File: config.mk
export PLATFORM = sky130hd
export DESIGN_NAME = io_reloc_snoop
export DESIGN_NICKNAME = d
export VERILOG_FILES = /design/src/rtl/reloc_pkg.sv /design/src/rtl/reloc_port_decode.sv /design/src/rtl/reloc_window_decode.sv /design/src/rtl/io_reloc_snoop.sv
export SDC_FILE = /design/constraint.sdc
export NUM_CORES = 1
export LEC_CHECK = 0
export BUFFER_PORTS_ARGS = -buffer_cell sky130_fd_sc_hd__buf_4
export CORE_ASPECT_RATIO = 1.4
export CORE_MARGIN = 10
export CORE_UTILIZATION = 55
export DETAILED_ROUTE_END_ITERATION = 12
export MAX_ROUTING_LAYER = met4
export PLACE_DENSITY = 0.82
export SETUP_SLACK_MARGIN = 0.4
export SYNTH_ARGS = -nofsm -noshare
export SYNTH_HDL_FRONTEND = slang
export SYNTH_SLANG_ARGS = --single-unit
export TNS_END_PERCENT = 5
File: constraint.sdc
create_clock -name clk -period 4 [get_ports clk]
set_input_delay 0.4 -clock clk [delete_from_list [all_inputs] [get_ports clk]]
set_output_delay 0.4 -clock clk [all_outputs]
set_load 0.02 [all_outputs]
File: src/rtl/reloc_pkg.sv
package reloc_pkg;

    localparam int BASE_W   = 27;
    localparam int IRQ_W    = 3;
    localparam int KEY_LEN  = 4;
    localparam int PROG_LEN = 5;
    localparam int CNT_W    = 3;

    typedef enum logic [1:0] {
        ST_LIVE   = 2'd0,
        ST_UNLOCK = 2'd1,
        ST_PROG   = 2'd2
    } reloc_state_e;

    typedef struct packed {
        reloc_state_e        state;
        logic [CNT_W-1:0]    cnt;
        logic [BASE_W-1:0]   shadow;
        logic [BASE_W-1:0]   base;
        logic [IRQ_W-1:0]    irq;
    } reloc_regs_t;

endpackage

File: src/rtl/reloc_port_decode.sv
module reloc_port_decode #(
    parameter logic [31:0] PORT_ADDR = 32'h0000_0378
) (
    input  logic        bus_valid,
    input  logic        bus_write,
    input  logic [31:0] bus_addr,
    output logic        port_wr,
    output logic        port_rd
);
    logic addr_match;

    always_comb begin
        addr_match = bus_valid && (bus_addr == PORT_ADDR);
        port_wr    = addr_match && bus_write;
        port_rd    = addr_match && !bus_write;
    end
endmodule

File: src/rtl/reloc_window_decode.sv
module reloc_window_decode #(
    parameter int BASE_W = 27
) (
    input  logic              bus_valid,
    input  logic [BASE_W-1:0] addr_hi,
    input  logic [BASE_W-1:0] base,
    input  logic              mode_active,
    output logic              hit
);
    always_comb begin
        hit = bus_valid && !mode_active && (addr_hi == base);
    end
endmodule

File: src/rtl/io_reloc_snoop.sv
module io_reloc_snoop
    import reloc_pkg::*;
#(
    parameter logic [31:0] PORT_ADDR = 32'h0000_0378,
    parameter logic [31:0] KEY       = 32'hA55A_C33C
) (
    input  logic              clk,
    input  logic              rst_n,
    input  logic              mode_enter,
    input  logic              bus_valid,
    input  logic              bus_write,
    input  logic [31:0]       bus_addr,
    input  logic [7:0]        bus_wdata,
    output logic [BASE_W-1:0] io_base,
    output logic [IRQ_W-1:0]  irq_sel,
    output logic              win_hit,
    output logic              reloc_mode
);
    localparam logic [CNT_W-1:0] KEY_LAST  = CNT_W'(KEY_LEN - 1);
    localparam logic [CNT_W-1:0] PROG_LAST = CNT_W'(PROG_LEN - 1);

    reloc_regs_t r_d, r_q;
    logic        port_wr, port_rd;
    logic [7:0]  key_byte;

    reloc_port_decode #(.PORT_ADDR(PORT_ADDR)) u_port (
        .bus_valid (bus_valid),
        .bus_write (bus_write),
        .bus_addr  (bus_addr),
        .port_wr   (port_wr),
        .port_rd   (port_rd)
    );

    reloc_window_decode #(.BASE_W(BASE_W)) u_win (
        .bus_valid   (bus_valid),
        .addr_hi     (bus_addr[31:5]),
        .base        (r_q.base),
        .mode_active (reloc_mode),
        .hit         (win_hit)
    );

    always_comb begin
        key_byte = 8'h00;
        for (int i = 0; i < KEY_LEN; i++) begin
            if (r_q.cnt == CNT_W'(i)) key_byte = KEY[8*i +: 8];
        end
    end

    always_comb begin
        r_d = r_q;
        unique case (r_q.state)
            ST_LIVE: begin
                if (mode_enter) begin
                    r_d.state = ST_UNLOCK;
                    r_d.cnt   = '0;
                end
            end
            ST_UNLOCK: begin
                if (port_rd) begin
                    r_d.cnt = '0;
                end else if (port_wr) begin
                    if (bus_wdata != key_byte) begin
                        r_d.cnt = '0;
                    end else if (r_q.cnt == KEY_LAST) begin
                        r_d.state = ST_PROG;
                        r_d.cnt   = '0;
                    end else begin
                        r_d.cnt = r_q.cnt + 1'b1;
                    end
                end
            end
            ST_PROG: begin
                if (port_wr) begin
                    case (r_q.cnt)
                        3'd0:    r_d.shadow[2:0]   = bus_wdata[7:5];
                        3'd1:    r_d.shadow[10:3]  = bus_wdata;
                        3'd2:    r_d.shadow[18:11] = bus_wdata;
                        3'd3:    r_d.shadow[26:19] = bus_wdata;
                        default: begin
                            r_d.base = r_q.shadow;
                            r_d.irq  = bus_wdata[IRQ_W-1:0];
                        end
                    endcase
                    if (r_q.cnt == PROG_LAST) begin
                        r_d.state = ST_LIVE;
                        r_d.cnt   = '0;
                    end else begin
                        r_d.cnt = r_q.cnt + 1'b1;
                    end
                end
            end
            default: r_d.state = ST_LIVE;
        endcase
    end

    always_ff @(posedge clk) begin
        if (!rst_n) begin
            r_q <= '{state: ST_LIVE, cnt: '0, shadow: '0, base: '0, irq: '0};
        end else begin
            r_q <= r_d;
        end
    end

    always_comb begin
        io_base    = r_q.base;
        irq_sel    = r_q.irq;
        reloc_mode = (r_q.state != ST_LIVE);
    end

    p_no_hit_in_mode_r3: assert property (@(posedge clk) disable iff (!rst_n)
        reloc_mode |-> !win_hit);

    p_enter_sets_mode_r2: assert property (@(posedge clk) disable iff (!rst_n)
        (!reloc_mode && mode_enter) |=> reloc_mode);

    p_base_held_r9: assert property (@(posedge clk) disable iff (!rst_n)
        reloc_mode ##1 reloc_mode |-> ($stable(io_base) && $stable(irq_sel)));

    p_exit_after_write_r8: assert property (@(posedge clk) disable iff (!rst_n)
        $fell(reloc_mode) |-> $past(port_wr));

    p_key_cnt_range_r4: assert property (@(posedge clk) disable iff (!rst_n)
        (r_q.state == ST_UNLOCK) |-> (r_q.cnt <= KEY_LAST));

    p_live_hold_r12: assert property (@(posedge clk) disable iff (!rst_n)
        !reloc_mode ##1 !reloc_mode |-> ($stable(io_base) && $stable(irq_sel)));
endmodule

Word level (Yosys, flattened, before mapping)

Index checks and enable logic that the tools add are counted.

Bits in registers: 62
Output and inout port bits: 32
Logic and storage cells: 68

Add/subtract/negate cells: 1
Eq/ne operators: 17
Mux-type cells: 22
Bitwise logic cells: 1
Reductions and logical operators: 19

Operators with widths:

| operator                                              | count |
|---|---|
| two-way mux 62 bit                                    | 1 |
| two-way mux 8 bit                                     | 6 |
| equality test 32 x 10 -> 1 bit, second input constant | 1 |
| two-way mux 30 bit                                    | 1 |
| equality test 27 bit                                  | 1 |
| two-way mux 3 bit                                     | 5 |
| AND reduction 3 bit                                   | 5 |
| inequality test 2 bit, second input constant          | 7 |
| two-way mux 5 bit                                     | 2 |
| case mux 3 bit (3 select lines)                       | 1 |
| two-way mux 2 bit                                     | 4 |
| inequality test 8 bit                                 | 1 |
| AND reduction 7 bit                                   | 1 |
| equality test 3 x 2 -> 1 bit, second input constant   | 2 |
| two-way mux 6 bit                                     | 1 |
| case mux 2 bit (3 select lines)                       | 1 |
| logical AND 1 bit                                     | 5 |
| AND reduction 4 bit                                   | 1 |
| OR reduction 4 bit                                    | 1 |
| adder 3 x 1 -> 3 bit, second input constant           | 1 |
| equality test 3 x 1 -> 1 bit, second input constant   | 1 |
| equality test 3 bit, second input constant            | 1 |
| zero test 3 bit                                       | 1 |
| inequality test 3 bit, second input constant          | 1 |
| other kinds (7)                                       | 8 |

Longest topological paths before layout

Gate-level depths: netlist (run 1).

Depth after elaboration: 10
Mapped depth: 11

Modules after synthesis

From an unflattened synthesis (run 1), not the netlist that was laid out.

Cells, all modules: 406
Area total of the unflattened synthesis: 3245.6 µm²

By module, submodules not included:

| module              | times used | cells each | area each (µm²) |
|---|---|---|---|
| io_reloc_snoop      | 1          | 355        | 2831.5 |
| reloc_window_decode | 1          | 37         | 305.3 |
| reloc_port_decode   | 1          | 14         | 108.9 |

Least setup slack after synthesis (run 1)

OpenSTA, ideal clock, no wires.

Kind: flip-flop to flip-flop
Start: reg r_q[59] (netlist bit)
End: reg r_q[60] (netlist bit)
Library setup time: 0.070 ns
Arrival time: 2.278 ns
Data required time: 3.930 ns
Setup slack: 1.652 ns
Stages on the path, launching flop included: 12
Cell sequence: dfxtp_1 > buf_6 > inv_1 > ha_1 > buf_4 > nor2_2 > o21a_1 > or3_4 > a2111oi_4 > a31oi_1 > or3b_1 > a21oi_1

Cells in the longest elaborated chain, start to end: 8
Elaborated cells between the ends (all ways): 14

RTL lines:

| what                            | line                  | RTL |
|---|---|---|
| from (decl)                     | io_reloc_snoop.sv:22  | `reloc_regs_t r_d, r_q;` |
| from (signal assigned)          | io_reloc_snoop.sv:98  | `r_q <= '{state: ST_LIVE, cnt: '0, shadow: '0, base: '0, irq: '0};` |
| from (signal assigned)          | io_reloc_snoop.sv:100 | `r_q <= r_d;` |
| zero test 3 bit                 | io_reloc_snoop.sv:45  | `if (r_q.cnt == CNT_W'(i)) key_byte = KEY[8*i +: 8];` |
| two-way mux 6 bit               | io_reloc_snoop.sv:45  |  |
| two-way mux 8 bit (3 in a row)  | io_reloc_snoop.sv:45  |  |
| inequality test 8 bit           | io_reloc_snoop.sv:62  | `if (bus_wdata != key_byte) begin` |
| inequality test 2 bit (no line) | n/a                   |  |
| AND reduction 7 bit (no line) * | n/a                   |  |

Every way passes the cells marked *; elsewhere a longest branch is shown, timed or not.
A chain may end at the register's enable or synchronous reset.

Worst setup path in the final report (run 1)

Same ends and word-level chain as after synthesis.

==> key figures, run 1 <==
Clock tree
  – Total CTS buffers: 9
  – Clock slew at reported path FFs: 0.06 ns
  – CTS H-tree lvls: 3
  – CTS max path bufs: 2
  – Post-CTS Resized: 0
  – CTS sink cnt: 62
  – Root Buffer: clkbuf_8
  – Hold Buf Count CTS: 0
  – TritonCTS clock tree: done
  – Setup bufs post-CTS: 0
  – Clk_lat worst skew: 0.33 ns

Placement
  – Placed cells: 499
  – Port Buffers: 76
  – Routability congestion estimate: 0.925
  – Dpl hpwl: 6.31 mm

Logic synthesis
  – Synth Area per Inst: 8.19 um2
  – Sequential element share of the synthesized area: 38.1%
  – Largest family of logic cells by synthesized area: simple AND/OR/NAND/NOR gates
  – Post-Synth Simple-Gate Area: 23.3%
  – EDFF count, synth: 0
  – Post-Synth Adder-Cell Area: 4.22%
  – Multiplexer share of the synthesized area: 3.99%
  – Yosys warns: 0
  – Mapped Cells: 398
  – Post-synthesis compound-gate area fraction: 11.7%
  – Syn_nets: 454
  – #FFs+latches synth: 62
  – Ys async rst share: 0%
  – XOR/XNOR share of the synthesized area: 7.25%
  – Netlist Area Pre-Place: 3260 um2
  – Yosys cell types: 43
  – Ys flop type: dfxtp_1

Power and ir drop
  – Leakage Power: 0.00152 uW
  – Total chip power: 1360 uW
  – P per Cell Area: 355 nW/um2
  – Maximum vdd drop: 0.233 mV

Detailed routing
  – DRC errors left: 0
  – DR vias/cell: 5.38
  – Wirelength per Cell: 15.7 um
  – Total via count in the routed design: 2772
  – Drt total wl: 8.07 mm
  – Antenna-violating nets left: 0
  – DRT Pass-1 Iters: 4
  – Starting DRT DRC Count: 200

Setup path
  – Crit path max fanout: 10
  – Startpoint types: flop
  – Worst endpoint required time: 4.26 ns
  – CP arrival: 2.98 ns
  – Reg2Reg Depth: 9
  – Worst Path Class, Setup: flop to flop
  – Crit. End Element: flop

Finish
  – Area growth, synth to finish: 17.7%
  – # nets final: 496
  – Ant diodes: 0
  – Post-Layout Cell Count: 515
  – Fillcell total: 483
  – Final Util: 65.9%
  – Fraction of layout cells with a size suffix above 1: 22.9%

Min path
  – Hold Path Class: input pin to flop
  – Worst hold stages: 3

Floorplanning
  – Die Width: 85.1 um
  – Initial Util: 56.0%
  – # IOs: 77
  – Die H: 111 um
  – Area of the die: 9450 um2
  – Placement Rows: 33
  – Core Area: 5820 um2

STA
  – Worst-Margin Slew: 0.554 ns
  – Worst Skew: 0.00482 ns
  – Final Hold Viols: 0
  – RSZ-0062 raised after global routing: false
  – Setup TNS: 0 ns
  – Count of final max-slew check failures: 0
  – Final min period: 2.72 ns
  – Final period utilization: 67.9%
  – Count of final setup violators: 0
  – Fmax: 368 MHz
  – Relative slew slack: 63.1%
  – WHS: 0.361 ns

GRT
  – GRT busiest layer: met2
  – Initial antenna violation count: 0
  – GRT Residual Overflow: 0
  – Largest net degree at the start of global routing: 59
  – M2 GR Usage: 28.5%
  – GR Layer Usage met1: 19.2%
  – First-pass GRT wire length: 13.4 mm
  – Via count of the first global-routing pass: 2754
  – Total track usage: 17.6%
  – Met3 GRT Util: 5.37%

Flow run
  – Max Cap Viol: 0

Status
  – Status: complete, no violations
## area by class of cell
type / count / area [um2] / area share [%]
clock buffer: 13 / 169 / 4.40
tap: 70 / 87.6 / 2.28
sequential: 62 / 1240 / 32.3
inverter: 11 / 41.3 / 1.08
timing repair buffer: 78 / 586 / 15.3
multi-input combinational: 278 / 1650 / 42.9
clock inverter: 3 / 65.1 / 1.70
## critical path, stage by stage, from the launching register on
cell,delay (ns)
dfxtp_1,0.42
inv_1,0.18
ha_1,0.39
nor2_2,0.06
o21a_1,0.13
or3_4,0.34
a2111oi_4,0.43
a31oi_1,0.18
or3b_1,0.40
a21oi_1,0.12
## Yosys cell counts (all sizes together), types with 2 or more instances
cell type | n | area share (%)
a21oi | 50 | 7.8
a31o | 2 | 0.54
and2 | 3 | 0.58
and3 | 5 | 0.96
buf | 41 | 9.4
clkbuf | 6 | 0.69
dfxtp | 62 | 38
ha | 11 | 4.2
inv | 11 | 1.3
mux2i | 13 | 4.0
nand2 | 97 | 11
nand3 | 9 | 1.4
nand4 | 5 | 0.96
nor2 | 20 | 2.4
nor3 | 3 | 0.61
nor4 | 10 | 2.4
nor4b | 2 | 0.73
o21a | 2 | 0.46
o21ai | 4 | 0.61
or3 | 3 | 0.88
xnor2 | 17 | 4.6
xor2 | 10 | 2.7
## state kept, by name, summed over array words and instances, names as in the netlist
name / flops
io_base: 27
irq_sel: 3
r_q: 32
## logic make-up (layout without fill, tap and decap cells)
family | after synthesis | count (layout)
and+or+nand+nor | 162 | 162
AOI/OAI and AO/OA | 65 | 65
DFF | 62 | 62
buffers and inverters | 58 | 105
xor gates and xnor gates | 27 | 27
muxes | 13 | 13
adders and majority gates | 11 | 11
## metal layers
metal | up-vias | part of all wire (%)
li1 | 1386 | -
met1 | 1265 | 40
met2 | 104 | 49
met3 | 17 | 7.2
met4 | 0 | 3.0
met5 | - | 0
## per-stage QoR
| stage | cell area (um2) | setup slack (ns) |
|---|---|---|
| floorplan | 3260 | 1.65 |
| global placement | 3600 | 1.35 |
| detailed placement | 3600 | 1.21 |
| CTS | 3840 | 1.30 |
| global route | 3840 | 1.12 |
| finish | 3840 | 1.28 |
## cells in the final DEF, fill, tap and decap left out, drive strengths merged, types with 9 or more instances in the layout
cell type and n:
a21oi 50, ha 11, mux2i 13, nand3 9
clkbuf 13, nor4 10, nor2 20, dfxtp 62
xnor2 17, inv 11, nand2 97, buf 78
xor2 10
## power breakdown
| part | leakage [uW] | internal (uW) | switching (uW) |
|---|---|---|---|
| Sequential | 0.000499 | 619 | 1.90 |
| Clock | 0.000120 | 401 | 230 |
| Combinational | 0.000900 | 52.4 | 57.8 |
| Total | 0.00152 | 1070 | 290 |
## path summary, 6_finish.rpt
| path | start | endpoint | slack [ns] |
|---|---|---|---|
| setup / recovery | r_q[59] | r_q[60] | 1.28 |
| hold / removal | bus_wdata[4] | r_q[37] | 0.36 |
| setup reg to reg | r_q[59] | r_q[60] | 1.28 |
| hold reg to reg | r_q[39] | r_q[39] | 0.45 |
Note: power is estimated with default switching activity, not from simulation.
==> inputs of run 2 (changes only) <==
Settings changed: CORE_UTILIZATION 55 to 54, PLACE_DENSITY 0.82 to 0.81.
Clock period 4 ns to 2.6 ns, I/O delays scaled along.
==> run 2 against run 1 <==
  * Clock-buffer cell count shrank 3
  * Die area is 1.5% higher
  * Clock skew is 0.0033 ns higher
  * Hold slack got worse by 0.14 ns
  * Global-route usage shrank 0.52 points
  * Utilization increased by 2.4 points
  * Sequential share of layout area is 1.1 points lower
  * Sequential cell count unchanged
  * Sequential power increased by 53%
  * Critical path type unchanged
  * Critical endpoint unchanged
  * Largest cell class unchanged
  * Highest routed layer unchanged
==> key figures, run 2 (synthesis gave the netlist of run 1 again) <==
GRT
  – Via count of the first global-routing pass: 2719 (-1.3%)
  – Largest net degree at the start of global routing: 59 (unchanged)
  – First-pass GRT wire length: 13.2 mm (-2.1%)
  – Total track usage: 17.1% (-0.52 points)
  – Initial antenna violation count: 0 (unchanged)
  – GRT Residual Overflow: 0 (unchanged)

Setup path
  – Crit. End Element: flop
  – CP arrival: 2.60 ns (-0.38 ns)
  – CP cell instances: ha_4 -> ha_4 -> buf_4 -> nor4_2 -> a21oi_2 -> a2111oi_4 -> a31oi_2 -> or3b_1 -> a21oi_2
  – Crit-path max cell delay: 0.41 ns (-0.02 ns)
  – CP max-delay cell: or3b_1
  – Startpoint types: flop
  – Reg2Reg Setup Slack: 0.25 ns (-1.03 ns)
  – Worst endpoint required time: 2.85 ns (-1.41 ns)
  – Worst Path Class, Setup: flop to flop
  – Crit path max fanout: 4 (-6)

Status
  – Status: complete, no violations

Finish
  – Leading cell types in the layout, fill and taps excluded: nand2_1 (97), buf_4 (87), dfxtp_1 (59)
  – Max FFs per register: 32 (unchanged)
  – Fraction of layout cells with a size suffix above 1: 27.7% (+4.8 points)
  – Most common cell after layout, fill and taps aside: nand2_1
  – Post-Layout Cell Count: 525 (+1.9%)
  – Biggest register: r_q
  – Ant diodes: 0 (unchanged)
  – Area growth, synth to finish: 22.9%
  – # nets final: 506 (+2.0%)
  – Design Area, Final: 4010 um2 (+4.4%)
  – Fillcell total: 474 (-1.9%)

Placement
  – Placed cells: 503 (+0.80%)
  – Post-DP Area: 3670 um2 (+1.7%)
  – Dpl hpwl: 6.30 mm (-0.14%)
  – Routability congestion estimate: 0.861 (-6.9%)
  – Port Buffers: 76 (unchanged)

Detailed routing
  – Drt total wl: 8.44 mm (+4.5%)
  – Starting DRT DRC Count: 262 (+31%)
  – Wirelength per Cell: 16.1 um (+2.6%)
  – DR vias/cell: 5.37 (-0.31%)
  – Antenna-violating nets left: 0 (unchanged)
  – DRC errors left: 0 (unchanged)
  – Total via count in the routed design: 2817 (+1.6%)
  – DRT Pass-1 Iters: 4 (unchanged)

Clock tree
  – TritonCTS clock tree: done
  – Hold Buf Count CTS: 0 (unchanged)
  – Root Buffer: clkbuf_8
  – Clock slew at reported path FFs: 0.07 ns (about the same)
  – CTS sink cnt: 62 (unchanged)
  – CTS max path bufs: 2 (unchanged)
  – Clk_lat worst skew: 0.33 ns (about the same)
  – CTS H-tree lvls: 3 (unchanged)
  – Total CTS buffers: 9 (unchanged)

Power and ir drop
  – Leakage Power: 0.00158 uW (+4.2%)
  – P per Cell Area: 506 nW/um2 (+43%)
  – Maximum vdd drop: 0.466 mV (+100%)

STA
  – Count of final setup violators: 0 (unchanged)
  – WHS: 0.219 ns (-0.142 ns)
  – Worst-Margin Slew: 0.564 ns (+0.0103 ns)
  – Final period utilization: 90.2% (+22 points)
  – Final Hold Viols: 0 (unchanged)
  – Count of final max-slew check failures: 0 (unchanged)
  – Final min period: 2.35 ns (-0.372 ns)
  – Setup TNS: 0 ns (unchanged)
  – Relative slew slack: 62.4% (-0.69 points)
  – Fmax: 426 MHz (+16%)
  – Worst Skew: 0.00813 ns (+0.00332 ns)
  – RSZ-0062 raised after global routing: true

Min path
  – Hold Path Class: input pin to flop

Floorplanning
  – Area of the die: 9590 um2 (+1.5%)
  – Placement Rows: 33 (unchanged)
  – # IOs: 77 (unchanged)
  – Die H: 112 um (+0.76%)
  – Core Area: 5860 um2 (+0.71%)
  – Die Width: 85.7 um (+0.71%)
  – Initial Util: 55.6% (-0.39 points)

Flow run
  – Max Cap Viol: 0 (unchanged)
-- run 2: per-layer routing --
metal,GRT usage [%],routed length [um],vias up
li1,-,-,1406
met1,19.0,3520,1296
met2,29.0,4240,100
met3,4.16,511,15
met4,5.84,170,0
met5,-,0,-
-- run 2: stage by stage --
stage,total power (uW),util (%),setup slack [ns]
2_1_floorplan,1050,-,0.408
3_3_place_gp,1140,62.5,0.220
3_5_place_dp,1150,62.5,0.149
4_1_cts,2040,67.5,0.243
5_1_grt,2090,68.3,0.208
6_report,2030,68.3,0.254
-- run 2: path summary, 6_finish.rpt --
kind               from         end  depth (start not counted)
max reg2reg     r_q[57]     r_q[60]                          9
max             r_q[57]     r_q[60]                          9
min               rst_n     r_q[59]                          2
min reg2reg  irq_sel[1]  irq_sel[1]                          2
-- run 2: layout make-up --
class | count | area (um2) | area share [%]
flip-flops and latches | 62 | 1250 | 31.2
repair buffers | 88 | 673 | 16.8
well taps | 70 | 87.6 | 2.19
inverters | 11 | 46.3 | 1.16
clock inverters | 6 | 86.3 | 2.15
clock buffers | 10 | 128 | 3.19
multi-input cells | 278 | 1740 | 43.3
-- run 2: power by group --
group	switching, uW	internal, uW
combinational	91.8	82.6
clock	364	538
sequential	3.09	950
total	458	1570
-- run 2: what timing repair did --
| action | in CTS | in global routing |
|---|---|---|
| pin swaps | 3 | 6 |
| endpoints found under the setup margin | 4 | 20 |
| resized for setup | 11 | 7 |
| setup buffers | 3 | 3 |
-- run 2: worst max-delay path: cells and delay by family, from the launching register on --
family                   cells  cell delay [ns]
flip-flops                   1             0.38
AO/OA/AOI/OAI                4             0.77
adder cells (fa/ha/maj)      2             0.33
buffers and inverters        1             0.13
AND/OR/NAND/NOR              2             0.65
==> inputs of run 3 (changes only) <==
Settings changed: CELL_PAD_IN_SITES_DETAIL_PLACEMENT set to 0, CELL_PAD_IN_SITES_GLOBAL_PLACEMENT set to 1, CORE_UTILIZATION 54 to 39, PLACE_DENSITY 0.81 to 0.8, SKIP_LAST_GASP set to 1.
==> run 3 against run 2 <==
  * Combinational power hardly changed
  * Global-route usage is 3.0 points lower
  * Critical path type unchanged
  * Utilization is 18 points lower
  * Design area is 3.2% higher
  * Largest cell class unchanged
  * First-iteration DRC count is 23% lower
==> key figures, run 3 (synthesis gave the netlist of run 1 again) <==
STA
  – Worst-Margin Slew: 0.576 ns (+0.0117 ns)
  – Worst Skew: 0.00313 ns (-0.00501 ns)
  – Final min period: 2.31 ns (-0.0312 ns)
  – Final period utilization: 89.0% (-1.2 points)
  – Fmax: 432 MHz (+1.3%)
  – Relative slew slack: 61.6% (-0.78 points)
  – Setup TNS: 0 ns (unchanged)
  – Count of final max-slew check failures: 0 (unchanged)
  – RSZ-0062 raised after global routing: true
  – Count of final setup violators: 0 (unchanged)
  – Final Hold Viols: 0 (unchanged)
  – Final WS setup: 0.286 ns (+0.0312 ns)

Finish
  – Area growth, synth to finish: 26.8%
  – # nets final: 505 (-0.20%)
  – Ant diodes: 0 (unchanged)
  – Leading cell types in the layout, fill and taps excluded: nand2_1 (97), buf_4 (85), dfxtp_1 (60)
  – Max FFs per register: 32 (unchanged)
  – Most common cell after layout, fill and taps aside: nand2_1
  – Biggest register: r_q
  – Post-Layout Cell Count: 556 (+5.9%)
  – Fraction of layout cells with a size suffix above 1: 26.7% (-1.0 points)

Placement
  – Port Buffers: 76 (unchanged)
  – Dpl ws: 0.203 ns (+0.0538 ns)
  – Placed cells: 536 (+6.6%)
  – Dpl hpwl: 6.73 mm (+6.8%)
  – Routability congestion estimate: 0.920 (+6.9%)

GRT
  – Initial antenna violation count: 0 (unchanged)
  – Total track usage: 14.1% (-3.0 points)
  – First-pass GRT wire length: 13.9 mm (+5.7%)
  – Largest net degree at the start of global routing: 59 (unchanged)
  – Via count of the first global-routing pass: 2711 (-0.29%)
  – GRT Residual Overflow: 0 (unchanged)

Clock tree
  – CTS H-tree lvls: 3 (unchanged)
  – TritonCTS clock tree: done
  – Root Buffer: clkbuf_16
  – Clk_lat worst skew: 0.32 ns (about the same)
  – Clock slew at reported path FFs: 0.05 ns (-0.02 ns)
  – CTS max path bufs: 2 (unchanged)
  – CTS sink cnt: 62 (unchanged)
  – Total CTS buffers: 9 (unchanged)

Floorplanning
  – Die Width: 97.3 um (+14%)
  – Core Area: 8150 um2 (+39%)
  – # IOs: 77 (unchanged)
  – Initial Util: 40.0% (-16 points)
  – Die H: 128 um (+15%)
  – Placement Rows: 39 (+18%)
  – Area of the die: 12500 um2 (+30%)

Min path
  – Hold Path Origin: rst_n
  – Worst hold stages: 2 (unchanged)
  – Hold Path Class: input pin to flop
  – WHS Endpoint: r_q[61]

Detailed routing
  – Total via count in the routed design: 2776 (-1.5%)
  – Antenna-violating nets left: 0 (unchanged)
  – DR vias/cell: 4.99 (-6.9%)
  – Drt total wl: 8.85 mm (+4.8%)
  – Wirelength per Cell: 15.9 um (-1.0%)
  – DRC errors left: 0 (unchanged)
  – Starting DRT DRC Count: 203 (-23%)
  – DRT Pass-1 Iters: 4 (unchanged)

Setup path
  – Crit. End Element: flop
  – Worst endpoint required time: 2.85 ns (about the same)
  – Startpoint types: flop
  – Worst R2R End: r_q[60]
  – Reg2Reg Depth: 9 (unchanged)
  – Worst Path Class, Setup: flop to flop
  – CP arrival: 2.57 ns (-0.03 ns)
  – Reg2Reg Setup Slack: 0.29 ns (+0.03 ns)
  – Crit path max fanout: 4 (unchanged)
  – Worst r2r src: r_q[57]

Status
  – Status: complete, no violations

Power and ir drop
  – P per Cell Area: 559 nW/um2 (+10%)
  – Leakage Power: 0.00162 uW (+2.2%)
  – Maximum vdd drop: 0.308 mV (-34%)
  – Total chip power: 2310 uW (+14%)

Flow run
  – Max Cap Viol: 0 (unchanged)
## run 3: report_power, final
group | total [uW] | switching (uW) | internal, uW | leakage [uW]
Combinational | 172 | 91.0 | 81.2 | 0.000970
Clock | 1180 | 392 | 792 | 0.000146
Sequential | 956 | 3.32 | 952 | 0.000501
## run 3: repair_timing
| item | 4_1_cts | 5_1_grt |
|---|---|---|
| gates resized for setup | 3 | 11 |
| gates cloned | 0 | 0 |
| endpoints found under the setup margin | 5 | 30 |
| hold buffers | 0 | 0 |
| pin swaps | 2 | 5 |
| setup buffers | 3 | 1 |
## run 3: worst max-delay path by stage
stage	start	endpoint	slack [ns]	cells after the start
6_report	r_q[57]	r_q[60]	0.29	9
5_1_grt	r_q[57]	r_q[60]	0.16	9
4_1_cts	r_q[58]	r_q[60]	0.22	9
3_5_place_dp	r_q[57]	r_q[60]	0.20	9
3_3_place_gp	r_q[57]	r_q[60]	0.25	9
2_1_floorplan	r_q[58]	r_q[60]	0.41	10
## run 3: area by class of cell
| class | count | area, um2 |
|---|---|---|
| Inverter | 11 | 43.8 |
| Timing Repair Buffer | 87 | 678 |
| Clock buffer | 13 | 260 |
| Multi-Input combinational cell | 278 | 1730 |
| Tap cell | 102 | 128 |
| Fill cell | 815 | 4010 |
| Clock inverter | 3 | 42.5 |
| Sequential cell | 62 | 1250 |
## run 3: through the flow
stage	utilization (%)	hold slack, ns	instance area [um2]
after detailed placement	45.7	0.444	3730
after CTS	49.8	0.226	4060
final	50.7	0.234	4140
after global placement	45.7	0.440	3730
after floorplan	-	0.400	3280
after global routing	50.7	0.227	4140
## run 3: worst max-delay path: stages, from the launching register on
cell and delay (ns):
dfxtp_4 0.38, inv_2 0.08, ha_4 0.18, nor4b_4 0.29, o21a_1 0.18, a21oi_2 0.07, a2111oi_4 0.42, a31oi_1 0.15
or3b_1 0.39, a21oi_1 0.11
## run 3: layer usage
metal,routed length [um],up-vias,GRT usage [%]
met5,0,-,-
met4,316,0,8.15
met3,544,18,4.42
met2,4230,80,22.1
met1,3760,1274,15.7
li1,-,1404,-
